[src/rtl/boot_dec_pkg.sv]
package boot_dec_pkg;
  localparam int NSEL     = 11;
  localparam int S_RAM    = 0;
  localparam int S_ROM1   = 1;
  localparam int S_ROM2   = 2;
  localparam int S_PERIPH = 3;
  localparam int S_CTRL   = 4;
  localparam int S_MMU    = 5;
  localparam int S_CLR2   = 6;
  localparam int S_CLR1   = 7;
  localparam int S_CLRALL = 8;
  localparam int S_EXT24  = 9;
  localparam int S_EXT16  = 10;

  // RAM top in bytes for the selected build
  function automatic int ram_top_f(input logic big, input int small_b, input int large_b);
    return big ? large_b : small_b;
  endfunction

  // true when a byte address lies inside the reset-vector span
  function automatic logic in_span_f(input int addr, input int span);
    return addr < span;
  endfunction
endpackage

[src/rtl/boot_region_dec.sv]
module boot_region_dec
  import boot_dec_pkg::*;
#(
  parameter int ADDR_W    = 24,
  parameter int SMALL_RAM = 32'h0002_0000,
  parameter int LARGE_RAM = 32'h0008_0000
) (
  input  logic [ADDR_W-1:0] addr_i,
  input  logic              big_ram_i,
  input  logic              mmu_present_i,
  input  logic              lds_i,
  output logic [NSEL-1:0]   region_o
);
  localparam int PAGE_W = 8;

  logic [PAGE_W-1:0] page;
  logic              below_ram;

  assign page      = addr_i[ADDR_W-1 -: PAGE_W];
  assign below_ram = int'({1'b0, addr_i}) < ram_top_f(big_ram_i, SMALL_RAM, LARGE_RAM);

  always_comb begin
    region_o = '0;
    if (below_ram) begin
      region_o[S_RAM] = 1'b1;
    end else if (page < 8'hF0) begin
      region_o[S_EXT24] = 1'b1;
    end else begin
      case (page)
        8'hF0: region_o[S_ROM1] = 1'b1;
        8'hF1: region_o[S_ROM2] = 1'b1;
        8'hF2, 8'hF3: region_o[S_PERIPH] = lds_i;
        8'hF4, 8'hF5: region_o[S_CTRL] = 1'b1;
        8'hF6, 8'hF7: region_o[S_MMU] = mmu_present_i;
        8'hF8, 8'hF9: begin
          case (addr_i[2:1])
            2'd1:    region_o[S_CLR2]   = 1'b1;
            2'd2:    region_o[S_CLR1]   = 1'b1;
            2'd3:    region_o[S_CLRALL] = 1'b1;
            default: region_o = '0;
          endcase
        end
        8'hFF:   region_o[S_EXT16] = 1'b1;
        default: region_o[S_EXT24] = 1'b1;
      endcase
    end
  end
endmodule

[src/rtl/boot_overlay.sv]
module boot_overlay
  import boot_dec_pkg::*;
#(
  parameter int ADDR_W     = 24,
  parameter int BOOT_READS = 4,
  parameter int BOOT_SPAN  = 8
) (
  input  logic              clk,
  input  logic              rst_n,
  input  logic              as_i,
  input  logic              rd_i,
  input  logic [ADDR_W-1:0] addr_i,
  output logic              overlay_on,
  output logic              read_done
);
  localparam int CW = $clog2(BOOT_READS + 1);
  localparam logic [CW-1:0] CNT_MAX = CW'(BOOT_READS);

  logic          as_q, rd_q, span_q;
  logic [CW-1:0] done_cnt;

  always_ff @(posedge clk or negedge rst_n) begin
    if (!rst_n) begin
      as_q   <= 1'b0;
      rd_q   <= 1'b0;
      span_q <= 1'b0;
    end else begin
      as_q <= as_i;
      if (as_i) begin
        rd_q   <= rd_i;
        span_q <= in_span_f(int'({1'b0, addr_i}), BOOT_SPAN);
      end
    end
  end

  // a read in the boot span finishes when the strobe drops
  assign read_done  = as_q && !as_i && rd_q && span_q;
  assign overlay_on = done_cnt < CNT_MAX;

  always_ff @(posedge clk or negedge rst_n) begin
    if (!rst_n) done_cnt <= '0;
    else if (read_done && overlay_on) done_cnt <= done_cnt + 1'b1;
  end

  a_r11_count_only_on_done: assert property (@(posedge clk) disable iff (!rst_n)
    !read_done |=> $stable(done_cnt));
  a_r11_retired_stays: assert property (@(posedge clk) disable iff (!rst_n)
    !overlay_on |=> !overlay_on);
endmodule

[src/rtl/boot_addr_decoder.sv]
module boot_addr_decoder
  import boot_dec_pkg::*;
#(
  parameter int ADDR_W     = 24,
  parameter int SMALL_RAM  = 32'h0002_0000,
  parameter int LARGE_RAM  = 32'h0008_0000,
  parameter int BOOT_READS = 4,
  parameter int BOOT_SPAN  = 8
) (
  input  logic              clk,
  input  logic              rst_n,
  input  logic              as_i,
  input  logic              lds_i,
  input  logic              rd_i,
  input  logic [ADDR_W-1:0] addr_i,
  input  logic              big_ram_i,
  input  logic              mmu_present_i,
  output logic [NSEL-1:0]   sel_o
);
  logic [NSEL-1:0] region;
  logic            overlay_on, read_done, span_hit;

  boot_region_dec #(.ADDR_W(ADDR_W), .SMALL_RAM(SMALL_RAM), .LARGE_RAM(LARGE_RAM)) u_region (
    .addr_i(addr_i), .big_ram_i(big_ram_i), .mmu_present_i(mmu_present_i),
    .lds_i(lds_i), .region_o(region));

  boot_overlay #(.ADDR_W(ADDR_W), .BOOT_READS(BOOT_READS), .BOOT_SPAN(BOOT_SPAN)) u_overlay (
    .clk(clk), .rst_n(rst_n), .as_i(as_i), .rd_i(rd_i), .addr_i(addr_i),
    .overlay_on(overlay_on), .read_done(read_done));

  assign span_hit = in_span_f(int'({1'b0, addr_i}), BOOT_SPAN);

  always_comb begin
    sel_o = '0;
    if (as_i) begin
      if (overlay_on && span_hit) sel_o[S_ROM1] = 1'b1;
      else sel_o = region;
    end
  end

  a_r1_idle_quiet: assert property (@(posedge clk) disable iff (!rst_n)
    !as_i |-> (sel_o == '0));
  a_r9_one_select: assert property (@(posedge clk) disable iff (!rst_n)
    $onehot0(sel_o));
  a_r5_low_lane: assert property (@(posedge clk) disable iff (!rst_n)
    sel_o[S_PERIPH] |-> lds_i);
  a_r10_rom_over_vector: assert property (@(posedge clk) disable iff (!rst_n)
    (as_i && overlay_on && span_hit) |-> (sel_o[S_ROM1] && !sel_o[S_RAM]));
  a_r10_ram_after_retire: assert property (@(posedge clk) disable iff (!rst_n)
    (as_i && !overlay_on && span_hit) |-> sel_o[S_RAM]);
  a_r11_done_needs_strobe_drop: assert property (@(posedge clk) disable iff (!rst_n)
    read_done |-> !as_i);
endmodule

[config.mk]
export PLATFORM = sky130hd
export DESIGN_NAME = boot_addr_decoder
export DESIGN_NICKNAME = d
export VERILOG_FILES = /design/src/rtl/boot_dec_pkg.sv /design/src/rtl/boot_region_dec.sv /design/src/rtl/boot_overlay.sv /design/src/rtl/boot_addr_decoder.sv
export SDC_FILE = /design/constraint.sdc
export NUM_CORES = 1
export LEC_CHECK = 0
export ABC_AREA = 1
export ABC_CLOCK_PERIOD_IN_PS = 1000
export BUFFER_PORTS_ARGS = -buffer_cell sky130_fd_sc_hd__buf_4
export CORE_MARGIN = 3
export CORE_UTILIZATION = 40
export CTS_BUF_LIST = sky130_fd_sc_hd__clkbuf_16
export CTS_CLUSTER_DIAMETER = 80
export CTS_CLUSTER_SIZE = 24
export DETAILED_ROUTE_END_ITERATION = 8
export GPL_ROUTABILITY_DRIVEN = 1
export PLACE_DENSITY = 0.89
export SYNTH_ARGS = -nofsm -noshare
export SYNTH_HDL_FRONTEND = slang
export SYNTH_SLANG_ARGS = --single-unit
[constraint.sdc]
create_clock -name clk -period 1 [get_ports clk]
set_input_delay 0.05 -clock clk [delete_from_list [all_inputs] [get_ports clk]]
set_output_delay 0.05 -clock clk [all_outputs]
set_load 0.01 [all_outputs]
==> impl_results.md <==
* Status: finished, violations left
* Failing checks: setup timing
* Pwr dens at 1040 nW/um2
* IO Port Bufs at 40
* Critical Path End: sel_o[6]
* First-pass GRT wire length at roughly 2.4 mm
* Root Driver: clkbuf_16
* Rows at 13
* Initial DRC Count at 4
* Largest net degree at the start of global routing at 8
* Synth top cells by count: nand2_1, nor2_1, inv_1
* Skew-Pair Late Insertion Delay at around 0.22 ns
* Routed Antenna Nets at 0
* Routed WL at 1.63 mm
* Post-synth top area share at 24.7%
* Core area at between 1000 and 1500 um2
* Largest cells by area after synthesis: dfrtp_1, nand2_1, nor2_1
* GRT Residual Overflow at 0
* H-tree depth at 1
* Dpl hpwl at 1.32 mm
* Synthesized netlist cell count at 87
* Sequential area share after synthesis at 24.7%
* DRT Pass-1 Iters at 4
* Post-route DRC at 0
* Slew @ Worst Pin at 0.176 ns
* Final period util at 110%
* Synth Register Bits at 6
* Ports at 42
* Synthesized Nets at 120
* Via density at 4.75
* Number of fill cells in the layout at 96
* Clock Tree Buf Depth at 2
* Die area at 2020 um2
* Crit path arrival time at 1.05 ns
* Worst R2R End: u_overlay.done_cnt[1]$_DFFE_PN0P_
* Layout cell share with drive strength beyond 1 at 56.7%
* Final Hold Fails at 0
* Initial Utilization at 44.4%
* Setup WS pre-CTS at -0.0224 ns
* R2R Setup Slk at 0.09 ns
* Vias at 708
* Final setup margin at -0.101 ns
* RSZ-0062 raised after global routing: true
* Final Instance Area at 1070 um2
* Final setup viols at 5
* Total CTS buffers at 3
* Top_reg_cell synth: dfrtp_1
* CTS tree: built
* Slew HR at 88.2%
* Worst R2R Path Depth at 3
* Register area at approximately 150 um2
* Synth Warn # at 0
* Post-layout util at 78.0%
* Multi-input logic area at 444 um2
* Layout area overhead at 75.7%
* Die Height at 45.0 um
* Distinct cells, synth at 23
* Initial antenna violation count at 0
* Max Cap Viol at 0
* Final Power at 0.00111 W
* Critical setup path kind: reg -> out
* Critical Path End Type: output port
* CTS Sinks at 6
* Async SR Flop Fraction at 100%
* HP Class: in -> reg
* Total track usage at between 10% and 20%
* GPL Wtd Cong at 0.771
* Nets@finish at 169
* Leakage at 0.538 nW
* CP max FO at 3
* Dpl cells at 144
* Placed inst area at 941 um2
* Skew final at 0.00102 ns
* N_diodes at 0
* Fmax at a little over 900 MHz
* Non-filler cells in the finished layout at 149
* Clk slew on worst S/H paths at 0.03 ns
* Vias in the first global route at 648
* Peak supply drop at approximately 1.4 mV
* Minimum clock period at 1.10 ns
* RR Startpoint: u_overlay.done_cnt[0]$_DFFE_PN0P_
* Syn avg cell area at 6.98 um2
* Post-synth top area cell: dfrtp_1
* Number of synthesized flops with an enable pin at 0
* Die X at 45.0 um
* Critical Path RT at 0.95 ns
* WL/cell at 11.0 um
* Fin. max-slew vios at 0
* Crit path launch: u_overlay.done_cnt[2]$_DFFE_PN0P_
* Syn Std Cell Area at 607 um2
* Startpoint Class: flop
## flip-flops by register name (all words and copies together) (netlist names)
signal              flops
u_overlay.rd_q          1
u_overlay.span_q        1
u_overlay.done_cnt      3
u_overlay.as_q          1
## worst min-delay path by stage
stage	startpoint	to	slack (ns)	depth (start not counted)
6_report	as_i	u_overlay.as_q$_DFF_PN0_	0.01	1
3_3_place_gp	rst_n	u_overlay.done_cnt[0]$_DFFE_PN0P_	-0.14	1
4_1_cts	as_i	u_overlay.as_q$_DFF_PN0_	0.003	1
3_5_place_dp	rst_n	u_overlay.rd_q$_DFFE_PN0P_	-0.14	1
2_1_floorplan	rst_n	u_overlay.as_q$_DFF_PN0_	-0.25	0
5_1_grt	as_i	u_overlay.as_q$_DFF_PN0_	0.004	1
## cells by family after synthesis
logic type,after synthesis,share of synthesized area (%)
xor gates and xnor gates,1,1.44
buffers and inverters,12,7.42
DFF,6,24.7
AOI/OAI and AO/OA,6,6.18
adders and majority gates,2,4.12
and+or+nand+nor,60,56.1
## cells in the final DEF (no fill, tap or decap)
cell	instances
nand2_4	1
xnor2_1	1
a21oi_2	1
nand3b_1	1
a21oi_1	1
nand3_1	4
nand4_4	1
clkbuf_16	3
nand2_1	15
inv_1	5
nor2_1	15
inv_2	7
nand2_2	6
nand3_2	1
buf_4	43
nor2_2	4
nand4_1	3
nor3_1	1
nor2_4	4
o21ai_2	1
o21ai_1	3
ha_4	1
or2_0	1
ha_1	1
nor2_8	1
dlygate4sd3_1	1
dfrtp_1	6
nor3_2	2
## worst max-delay path, cell delays in order (launching register included)
cell     delay (ns)
dfrtp_1        0.37
inv_2          0.08
nand4_4        0.10
nand2_2        0.10
nor2_1         0.04
buf_4          0.13
## cell type report
class / count / area share (%)
clock buffer: 3 / 7.04
tap: 15 / 1.76
sequential: 6 / 14.1
timing repair buffer: 44 / 31.2
multi-input combinational: 69 / 41.7
inverter: 12 / 4.23
## repair_timing
item / in CTS / in global routing
pin swaps: 2 / 3
setup buffers: 1 / 0
gates resized for setup: 1 / 7
endpoints found under the setup margin: 5 / 7
cloned: 0 / 0
hold endpoints to repair: 6 / 0
hold buffers: 1 / 0
## routing by layer
| metal | part of all wire, % | GRT usage, % |
|---|---|---|
| met5 | 0 | 0 |
| met4 | 0.86 | 7.02 |
| met3 | 6.7 | 4.38 |
| met2 | 52 | 27.4 |
| met1 | 40 | 18.1 |
## stage by stage
step                TNS [ns]  hold WS, ns
detailed placement   -0.0780       -0.140
global placement     -0.0318       -0.143
finish                -0.452       0.0108
CTS                   -0.498      0.00343
floorplan                  0       -0.246
global route          -0.675      0.00447
## where the power goes
part | internal, W | total [W] | leakage (nW) | switching (W)
clock | 0.000512 | 0.000634 | 0.0370 | 0.000122
sequential | 0.000250 | 0.000252 | 0.0745 | 0.00000177
combinational | 0.000119 | 0.000222 | 0.427 | 0.000103
total | 0.000880 | 0.00111 | 0.538 | 0.000227
(Power assumes the default switching activity.)
